**config.mk**
```make
export PLATFORM = sky130hd
export DESIGN_NAME = bit_rmw_unit
export DESIGN_NICKNAME = d
export VERILOG_FILES = /design/src/rtl/bit_rmw_pkg.sv /design/src/rtl/bit_rmw_decode.sv /design/src/rtl/bit_rmw_alu.sv /design/src/rtl/bit_rmw_unit.sv
export SDC_FILE = /design/constraint.sdc
export NUM_CORES = 1
export LEC_CHECK = 0
export CAP_MARGIN = 25
export CORE_ASPECT_RATIO = 2
export CORE_UTILIZATION = 46
export CTS_CLUSTER_SIZE = 8
export DETAILED_ROUTE_END_ITERATION = 12
export PLACE_DENSITY = 0.81
export SYNTH_ARGS = -nofsm -noshare
export SYNTH_HDL_FRONTEND = slang
export SYNTH_SLANG_ARGS = --single-unit
export TNS_END_PERCENT = 100
```
**constraint.sdc**
```tcl
create_clock -name clk -period 2.91 [get_ports clk]
set_input_delay 0.582 -clock clk [delete_from_list [all_inputs] [get_ports clk]]
set_output_delay 0.582 -clock clk [all_outputs]
set_load 0.005 [all_outputs]
```
**src/rtl/bit_rmw_pkg.sv**
```systemverilog
package bit_rmw_pkg;

  localparam int BYTE_W = 8;
  localparam int POS_W  = $clog2(BYTE_W);

  typedef enum logic [2:0] {
    BOP_SET, BOP_CLR, BOP_TOG, BOP_PUT, BOP_GET, BOP_BAD
  } bop_e;

  typedef enum logic [2:0] {
    ST_IDLE, ST_READ, ST_MOD, ST_WRITE, ST_DONE
  } st_e;

  // flag vectors are ordered {jump, zero, carry}
  typedef struct packed {
    logic [BYTE_W-1:0] data;
    logic [2:0]        we;
    logic [2:0]        val;
  } bit_res_t;

  function automatic bop_e bop_decode(input logic [7:0] hi, input logic [7:0] lo);
    bop_e r;
    if (hi[7:3] != 5'b11101) r = BOP_BAD;
    else begin
      case (lo[7:1])
        7'b1000_001: r = BOP_SET;
        7'b1000_101: r = BOP_CLR;
        7'b1001_001: r = BOP_TOG;
        7'b1001_101: r = BOP_PUT;
        7'b1001_111: r = BOP_GET;
        default:     r = BOP_BAD;
      endcase
    end
    return r;
  endfunction

  function automatic logic [BYTE_W-1:0] pos_mask(input logic [POS_W-1:0] pos);
    return BYTE_W'(1) << pos;
  endfunction

  function automatic bit_res_t bit_update(input bop_e op, input logic [BYTE_W-1:0] din,
                                          input logic [POS_W-1:0] pos, input logic cf);
    bit_res_t r;
    logic [BYTE_W-1:0] m;
    logic old;
    m   = pos_mask(pos);
    old = |(din & m);
    r.data = din;
    r.we   = 3'b000;
    r.val  = 3'b000;
    case (op)
      BOP_SET: begin r.data = din | m;  r.we = 3'b110; r.val = {~old, ~old, 1'b0}; end
      BOP_CLR: begin r.data = din & ~m; r.we = 3'b110; r.val = {~old, ~old, 1'b0}; end
      BOP_TOG: begin r.data = din ^ m;  r.we = 3'b110; r.val = {~old, ~old, 1'b0}; end
      BOP_PUT: begin
        r.data = cf ? (din | m) : (din & ~m);
        r.we   = 3'b100;
        r.val  = 3'b100;
      end
      BOP_GET: begin r.we = 3'b101; r.val = {~old, 1'b0, old}; end
      default: ;
    endcase
    return r;
  endfunction

  function automatic logic [3:0] op_cycles(input bop_e op);
    return (op == BOP_GET) ? 4'd4 : 4'd5;
  endfunction

  function automatic logic wants_latch(input bop_e op);
    return (op == BOP_CLR) || (op == BOP_TOG);
  endfunction

endpackage

```
**src/rtl/bit_rmw_decode.sv**
```systemverilog
module bit_rmw_decode
  import bit_rmw_pkg::*;
(
  input  logic [7:0] op_hi,
  input  logic [7:0] op_lo,
  output bop_e       bop,
  output logic       bad,
  output logic [2:0] reg_idx,
  output logic [1:0] pair_idx
);
  always_comb begin
    bop      = bop_decode(op_hi, op_lo);
    bad      = (bop == BOP_BAD);
    reg_idx  = op_hi[2:0];
    pair_idx = {1'b1, op_lo[0]};   // 2 or 3
  end
endmodule

```
**src/rtl/bit_rmw_alu.sv**
```systemverilog
module bit_rmw_alu
  import bit_rmw_pkg::*;
(
  input  bop_e              op,
  input  logic [BYTE_W-1:0] din,
  input  logic [POS_W-1:0]  pos,
  input  logic              cf,
  output bit_res_t          res
);
  always_comb res = bit_update(op, din, pos, cf);
endmodule

```
**src/rtl/bit_rmw_unit.sv**
```systemverilog
module bit_rmw_unit
  import bit_rmw_pkg::*;
#(
  parameter int ADDR_W = 16,
  parameter int CNT_W  = 4
) (
  input  logic              clk,
  input  logic              rst_n,
  input  logic              start,
  input  logic [7:0]        op_hi,
  input  logic [7:0]        op_lo,
  output logic              busy,
  output logic [2:0]        rf_sel,
  input  logic [BYTE_W-1:0] rf_data,
  output logic [1:0]        pair_sel,
  input  logic [ADDR_W-1:0] pair_data,
  output logic [ADDR_W-1:0] mem_addr,
  output logic              mem_rd,
  input  logic [BYTE_W-1:0] mem_rdata,
  output logic              latch_read,
  output logic              mem_wr,
  output logic [BYTE_W-1:0] mem_wdata,
  input  logic              cf_in,
  output logic              jf_we,
  output logic              jf_val,
  output logic              zf_we,
  output logic              zf_val,
  output logic              cf_we,
  output logic              cf_val,
  output logic              done,
  output logic [CNT_W-1:0]  cycles,
  output logic              illegal
);

  st_e                st_q;
  bop_e               dec_op;
  logic               dec_bad;
  bop_e               op_q;
  logic [POS_W-1:0]   pos_q;
  logic [ADDR_W-1:0]  addr_q;
  logic [BYTE_W-1:0]  rd_q;
  bit_res_t           alu_res;
  bit_res_t           res_q;
  logic               illegal_q;
  logic               accept;

  // checker-side observation registers
  logic [ADDR_W-1:0]  seen_rd_addr;
  logic [BYTE_W-1:0]  seen_rd_byte;
  logic [CNT_W-1:0]   cyc_cnt;

  bit_rmw_decode u_dec (
    .op_hi   (op_hi),
    .op_lo   (op_lo),
    .bop     (dec_op),
    .bad     (dec_bad),
    .reg_idx (rf_sel),
    .pair_idx(pair_sel)
  );

  bit_rmw_alu u_alu (
    .op  (op_q),
    .din (rd_q),
    .pos (pos_q),
    .cf  (cf_in),
    .res (alu_res)
  );

  assign accept = (st_q == ST_IDLE) && start;

  always_ff @(posedge clk or negedge rst_n) begin
    if (!rst_n) begin
      st_q      <= ST_IDLE;
      op_q      <= BOP_BAD;
      pos_q     <= '0;
      addr_q    <= '0;
      rd_q      <= '0;
      res_q     <= '0;
      illegal_q <= 1'b0;
    end else begin
      illegal_q <= accept && dec_bad;
      case (st_q)
        ST_IDLE: if (accept && !dec_bad) begin
          op_q   <= dec_op;
          pos_q  <= rf_data[POS_W-1:0];
          addr_q <= pair_data;
          st_q   <= ST_READ;
        end
        ST_READ: begin
          rd_q <= mem_rdata;
          st_q <= ST_MOD;
        end
        ST_MOD: begin
          res_q <= alu_res;
          st_q  <= (op_q == BOP_GET) ? ST_DONE : ST_WRITE;
        end
        ST_WRITE: st_q <= ST_DONE;
        default:  st_q <= ST_IDLE;
      endcase
    end
  end

  always_comb begin
    busy       = (st_q != ST_IDLE);
    mem_addr   = addr_q;
    mem_rd     = (st_q == ST_READ);
    mem_wr     = (st_q == ST_WRITE);
    mem_wdata  = res_q.data;
    latch_read = mem_rd && wants_latch(op_q);
    done       = (st_q == ST_DONE);
    jf_we      = done && res_q.we[2];
    zf_we      = done && res_q.we[1];
    cf_we      = done && res_q.we[0];
    jf_val     = res_q.val[2];
    zf_val     = res_q.val[1];
    cf_val     = res_q.val[0];
    cycles     = done ? CNT_W'(op_cycles(op_q)) : '0;
    illegal    = illegal_q;
  end

  always_ff @(posedge clk or negedge rst_n) begin
    if (!rst_n) begin
      seen_rd_addr <= '0;
      seen_rd_byte <= '0;
      cyc_cnt      <= '0;
    end else begin
      if (mem_rd) begin
        seen_rd_addr <= mem_addr;
        seen_rd_byte <= mem_rdata;
      end
      if (accept && !dec_bad) cyc_cnt <= CNT_W'(2);
      else if (busy)          cyc_cnt <= cyc_cnt + 1'b1;
    end
  end

  assert_illegal_quiet_R1: assert property (@(posedge clk) disable iff (!rst_n)
    illegal |-> (!mem_wr && !jf_we && !zf_we && !cf_we && !busy));

  assert_zero_tracks_jump_R6: assert property (@(posedge clk) disable iff (!rst_n)
    zf_we |-> (jf_we && (jf_val == zf_val) && !cf_we));

  assert_put_forces_jump_R7: assert property (@(posedge clk) disable iff (!rst_n)
    (done && op_q == BOP_PUT) |-> (jf_we && jf_val && !zf_we && !cf_we));

  assert_get_no_write_R8: assert property (@(posedge clk) disable iff (!rst_n)
    mem_wr |-> (op_q != BOP_GET));

  assert_latch_only_on_read_R9: assert property (@(posedge clk) disable iff (!rst_n)
    latch_read |-> (mem_rd && (op_q == BOP_CLR || op_q == BOP_TOG)));

  assert_cycle_count_R10: assert property (@(posedge clk) disable iff (!rst_n)
    done |-> (cycles == cyc_cnt));

  assert_done_single_R10: assert property (@(posedge clk) disable iff (!rst_n)
    done |=> !done);

  assert_write_one_bit_R11: assert property (@(posedge clk) disable iff (!rst_n)
    mem_wr |-> ((mem_addr == seen_rd_addr) && ($countones(mem_wdata ^ seen_rd_byte) <= 1)));

endmodule

```
Word level (Yosys, flattened, before mapping)
Cells that the tools add are included.
Widths: inputs -> output; s select.
{"block": "totals", "latch_bits": 0, "wordCells": 57, "romBits": 0, "n_memories": 0, "ff_bits": 48, "output_inout_bits": 45, "ramBits": 0, "inputBits": 52}
{"block": "classes", "reduce_logical": 15, "mux": 10, "shifts": 1, "bitwise": 6, "magnitude_cmp": 0, "n_mul": 0, "addsub": 0, "div": 0, "n_eq_ne": 16}
{"cell": "$eq 7x7->1 const B", "count": 5}
{"cell": "$pmux 8 s4", "count": 1}
{"cell": "$pmux 6 s3", "count": 1}
{"cell": "$and 8x8->8", "count": 2}
{"cell": "$pmux 3 s5", "count": 1}
{"cell": "$eq 3x2->1 const B", "count": 4}
{"cell": "$mux 3", "count": 4}
{"cell": "$pmux 3 s4", "count": 1}
{"cell": "$eq 3x3->1 const B", "count": 3}
{"cell": "$mux 8", "count": 1}
{"cell": "$not 8->8", "count": 1}
{"cell": "$or 8x8->8", "count": 1}
{"cell": "$reduce_or 8->1", "count": 1}
{"cell": "$shl 1x3->8 const A", "count": 1}
{"cell": "$xor 8x8->8", "count": 1}
{"cell": "$logic_and 1x1->1", "count": 7}
{"cell": "$eq 3x1->1 const B", "count": 2}
{"cell": "$logic_not 3->1", "count": 2}
{"cell": "$ne 5x5->1 const B", "count": 1}
{"cell": "$reduce_bool 3->1", "count": 1}
{"cell": "$reduce_or 3->1", "count": 1}
{"cell": "$ne 2x1->1 const B", "count": 1}
{"cell": "$reduce_and 2->1", "count": 1}
{"cell": "$logic_not 1->1", "count": 1}
{"cell": "other kinds (3)", "count": 3}

Logic depth before layout (Yosys ltp)
{"block": "depth", "word_depth": 8, "depth_mapped": 9, "mapped_depth_nobuf": 8}

Hierarchy
A second synthesis with hierarchy kept.
{"block": "hier_totals", "cells_unflattened": 275, "hier_area_um2": 2999.1}
{"module": "bit_rmw_unit", "instances": 1, "cells_per_inst": 132, "area_each_um2": 1986.9, "seq_area_each_um2": 1203.7}
{"module": "bit_rmw_alu", "instances": 1, "cells_per_inst": 126, "area_each_um2": 902.1, "seq_area_each_um2": 0.0}
{"module": "bit_rmw_decode", "instances": 1, "cells_per_inst": 17, "area_each_um2": 110.1, "seq_area_each_um2": 0.0}

Least setup slack after synthesis
OpenSTA, ideal clock, no wires.
{"block": "synth_timing", "kind": "input -> register", "startpoint": "input port op_lo[6]", "endpoint": "register addr_q[0], in the netlist mem_addr[0]", "path_slack_ns": 0.350, "required_time_ns": 2.785, "setup_ns": 0.125, "path_stages": 5, "path_buffers": 1, "arrival_time_ns": 2.435, "path_cell_list": "or4b_2 or3_4 a211oi_4 buf_6 mux2_2"}
{"block": "synth_via", "elab_chain_cells": 7, "elab_cells_between_ends": 11, "cone_classes": "eq/ne (6); mux (2); reduce/logical (3)"}
{"element": "start: declaration", "line": "bit_rmw_unit.sv:11", "source": "input logic [7:0] op_lo,"}
{"element": "$eq 7x7->1", "line": "bit_rmw_pkg.sv:25", "source": "case (lo[7:1])"}
{"element": "$pmux 3 s5 *", "line": "bit_rmw_pkg.sv:25"}
{"element": "$mux 3 *", "line": "bit_rmw_pkg.sv:23", "source": "if (hi[7:3] != 5'b11101) r = BOP_BAD;"}
{"element": "$eq 3x3->1 *", "line": "bit_rmw_decode.sv:13", "source": "bad = (bop == BOP_BAD);"}
{"element": "$logic_not 1->1 *"}
{"element": "$logic_and 1x1->1 *"}
{"element": "$reduce_and 2->1 (no line) *"}
{"element": "end signal: assignment", "line": "bit_rmw_unit.sv:86", "source": "addr_q <= pair_data;"}
{"element": "end: declaration", "line": "bit_rmw_unit.sv:40", "source": "logic [ADDR_W-1:0] addr_q;"}
Mark *: on every way between the ends. The rest lies on a longest branch, timed or not.
A chain may end at the register's enable or synchronous reset.

Worst setup path in the final report
{"block": "layout_timing", "startpoint": "input port op_lo[6]", "endpoint": "register addr_q[9], in the netlist mem_addr[9]"}
The elaborated chain is that of the path after synthesis.

==> results.rst <==
.. list-table::
   :header-rows: 1

   * - Metric
     - Value
   * - Share of the synthesized area in the top cell type
     - 0.401
   * - Final cell area excluding filler cells
     - 3780 um^2
   * - DP Wirelength
     - 4880 um
   * - Critical path data arrival time
     - 2.86 ns
   * - Count of hold-fix buffers inserted at cts
     - 0
   * - Iteration-0 DRC count of the detailed router
     - 48
   * - Achievable frequency
     - 373 MHz
   * - Number of global-route vias before repair
     - 2,336
   * - Total standard cell area after synthesis
     - 2870 um^2
   * - Instance area after placement
     - 3630 um^2
   * - Run status
     - finished, violations left
   * - Pins Over Slew Limit
     - 0
   * - Biggest fanout along the worst timing path
     - 7
   * - Logic depth of the worst path, buffers included
     - 6
   * - Sequential power share
     - 0.391
   * - H-Tree Depth
     - 2
   * - Number of hold violations in the final report
     - 0
   * - Post-placement cell count
     - 411
   * - Dominant register cell in the synthesized netlist
     - sky130_fd_sc_hd__dfrtp_1
   * - Failing checks
     - DRC
   * - Total of fill cells in the finished design
     - 502
   * - Kind of start point of the critical path
     - input pin
   * - Crit-path leading delay family
     - simple AND/OR/NAND/NOR gates
   * - Total clock buffers created by CTS
     - 5
   * - Grt total ovfl
     - 0
   * - Clock buffer depth
     - 2
   * - Clock power share
     - 0.240
   * - Net Sw Frac
     - 0.331
   * - Antenna violations before repair
     - 0
   * - Worst Path Required
     - 3.09 ns
   * - Wire length of the first global-routing pass
     - 10,600 um
   * - Net count reported at finish
     - 431
   * - TritonCTS clock tree
     - built
   * - Part of the Yosys area used for sequential elements
     - 0.420
   * - Total number of vias
     - 2,318
   * - Slowest cell delay on critical path
     - 0.68 ns
   * - Share of the cycle needed by the critical path after routing
     - 0.922
   * - Global router's overall resource usage
     - 0.214
   * - Switching power total
     - 812 uW
   * - Leading cell types by total area after synthesis
     - sky130_fd_sc_hd__dfrtp_1 (40%), sky130_fd_sc_hd__ha_1 (10%), sky130_fd_sc_hd__mux2_2 (7.9%)
   * - Cells after synthesis
     - 289
   * - Number of enable flip-flop cells after synthesis
     - 0
   * - P per Cell Area
     - 648 nW/um^2
   * - Detailed-route DRC error count
     - 5
   * - Area of the core
     - 6010 um^2
   * - Final Instance Count excl. Fillers
     - 419
   * - Cell Rows
     - 40
   * - Signed area change from the synthesized netlist to the final layout
     - 31.9%
   * - Wire length reported by the detailed router
     - 6310 um
   * - Commonest cells in the netlist
     - sky130_fd_sc_hd__dfrtp_1 (46), sky130_fd_sc_hd__nand2_1 (32), sky130_fd_sc_hd__ha_1 (24), sky130_fd_sc_hd__inv_1 (21), sky130_fd_sc_hd__mux2_2 (20)
   * - Worst Path Class, Setup
     - in2reg
   * - Syn. warnings
     - 0
   * - I/O pin cnt
     - 97
   * - Async set-reset flop share out of synthesis
     - 1.00
   * - Yosys top cell by area
     - sky130_fd_sc_hd__dfrtp_1
   * - Max-cap check violation count
     - 0
   * - Drt wl/cell
     - 15.1 um
   * - Most numerous cell in the Yosys netlist
     - sky130_fd_sc_hd__dfrtp_1
   * - Pin slew with the least headroom to its limit
     - 0.656 ns
   * - Internal cell power
     - 1640 uW
   * - Shortest clock period the worst path allows after layout
     - 2.68 ns
   * - Fraction of layout cells with a size suffix above 1
     - 0.124
   * - Combinational Power Share
     - 0.369
   * - Yosys cell types
     - 48
   * - Register-to-register path setup slack
     - 0.47 ns
   * - Starting density of the core
     - 0.477
   * - DIE AREA
     - 6570 um^2
   * - Antenna diodes
     - 0
   * - Gp weighted congestion
     - 0.855
   * - Worst clock skew
     - 0.00375 ns
   * - Number of buffer and inverter stages on the critical path
     - 2
   * - Leakage component of the power
     - 0.00173 uW
   * - Number of failing setup endpoints in the final timing report
     - 0
   * - Crit Reg-Reg Endpoint
     - mem_addr[9]
   * - Die outline width
     - 57.8 um
   * - Setup repair after global routing missed its margin
     - no
   * - CP cell instances
     - clkdlybuf4s50_1 > or4b_2 > or3_4 > a211oi_4 > buf_4 > mux2_2
   * - Iteration count of the initial detailed-routing pass
     - 8
   * - Root Buffer
     - sky130_fd_sc_hd__clkbuf_16
   * - Clock sink count
     - 48
   * - Die extent in y
     - 114 um
   * - Avg Cell Area, Syn
     - 9.92 um^2
   * - Slowest cell on crit path
     - sky130_fd_sc_hd__or4b_2
   * - PnR Total Power
     - 2450 uW
   * - Cts repair resizes
     - 0
   * - Setup fix buffers added after clock tree synthesis
     - 0
   * - Final antenna-violating net count
     - 0
   * - Clk Latency, worst-skew pair
     - 0.29 ns
   * - Class of the worst hold path
     - in2async
   * - Drt via density
     - 5.53
   * - Buffers added on ports
     - 80
   * - Critical register-to-register path startpoint
     - st_q[2]
   * - Largest voltage drop on the vdd net
     - 0.000499 V
   * - Post-route worst hold slack
     - 0.312 ns
   * - Maximum number of pins on one net before global-route repair
     - 29
   * - Synthesis-stage register bit count
     - 48
   * - R2R depth
     - 5
   * - Type of element capturing the critical path
     - flip-flop
   * - CTS clk-pin slew, worst paths
     - 0.06 ns
   * - Relative slew slack
     - 0.563
flip-flops by register name, summed over array words and instances, names as in the netlist, 3 cells and up:
name       count
mem_addr      16
st_q           3
res_q          3
rd_q           8
op_q           3
pos_q          3
mem_wdata      8
worst max path at each step:
stage | from | to | slack [ns]
global route | op_lo[6] | mem_addr[9] | 0.14
CTS | op_lo[6] | mem_addr[9] | 0.23
floorplan | op_lo[6] | mem_addr[0] | 0.35
global placement | op_lo[6] | mem_addr[10] | -0.04
finish | op_lo[6] | mem_addr[9] | 0.23
detailed placement | op_lo[6] | mem_addr[1] | -0.08
stage by stage:
step	setup WS (ns)	utilization	setup TNS [ns]
after floorplan	0.350	-	0
after global placement	-0.0440	0.605	-0.644
after detailed placement	-0.0778	0.605	-1.34
after CTS	0.229	0.630	0
after global routing	0.138	0.630	0
final	0.228	0.630	0
area by class of cell:
cell class	instances	area, um^2	area share
tap	63	78.8	0.0208
multi-input combinational	192	1410	0.373
sequential	48	1200	0.318
inverter	21	78.8	0.0208
clock inverter	1	7.51	0.00198
clock buffer	7	143	0.0377
timing repair buffer	87	861	0.228
cell families after synthesis:
group | Yosys count | synth area share
multiplexers | 23 | 0.0890
adder cells (fa/ha/maj) | 24 | 0.105
other | 2 | 0.00262
flip-flops | 48 | 0.420
AND/OR/NAND/NOR | 77 | 0.144
buffers and inverters | 50 | 0.0916
AO/OA/AOI/OAI | 65 | 0.148
layout by cell type, fill, tap and decap left out, types with 3 or more instances in the layout:
cell | Yosys | routed
sky130_fd_sc_hd__a31oi_1 | 6 | 6
sky130_fd_sc_hd__o21ai_0 | 17 | 17
sky130_fd_sc_hd__ha_1 | 24 | 24
sky130_fd_sc_hd__buf_4 | 16 | 6
sky130_fd_sc_hd__nand2b_1 | 6 | 6
sky130_fd_sc_hd__clkbuf_16 | 0 | 5
sky130_fd_sc_hd__nor2_1 | 7 | 7
sky130_fd_sc_hd__and2_1 | 4 | 4
sky130_fd_sc_hd__nor3b_1 | 5 | 4
sky130_fd_sc_hd__nand2_1 | 32 | 32
sky130_fd_sc_hd__o211ai_1 | 7 | 7
sky130_fd_sc_hd__dfrtp_1 | 46 | 46
sky130_fd_sc_hd__mux2i_1 | 3 | 3
sky130_fd_sc_hd__a21oi_1 | 16 | 16
sky130_fd_sc_hd__inv_1 | 21 | 21
sky130_fd_sc_hd__conb_1 | 2 | 3
sky130_fd_sc_hd__mux2_2 | 20 | 20
sky130_fd_sc_hd__a22oi_1 | 3 | 3
sky130_fd_sc_hd__clkdlybuf4s50_1 | 0 | 79
worst reg2reg max path, delay by kind of cell (launching register included):
family          cells  cell delay [ns]
mux                 1             0.34
buf+inv             1             0.21
flops               1             0.45
simple gates        2             1.05
compound gates      1             0.29
power by group through the flow:
stage          sequential, uW  clock, uW  combinational, uW
2_1_floorplan             926          0                591
3_3_place_gp              964          0                876
3_5_place_dp              973          0                909
4_1_cts                   960        605                918
5_1_grt                   986        620               1020
6_report                  959        589                905
layer usage:
layer / global-route usage / part of all wire / wire length [um]
met1: 0.217 / 0.37 / 2320
met2: 0.402 / 0.57 / 3590
met3: 0.0431 / 0.041 / 260
met4: 0.0968 / 0.022 / 138
met5: 0 / 0 / 0
Power figures use the tool's default switching activity.
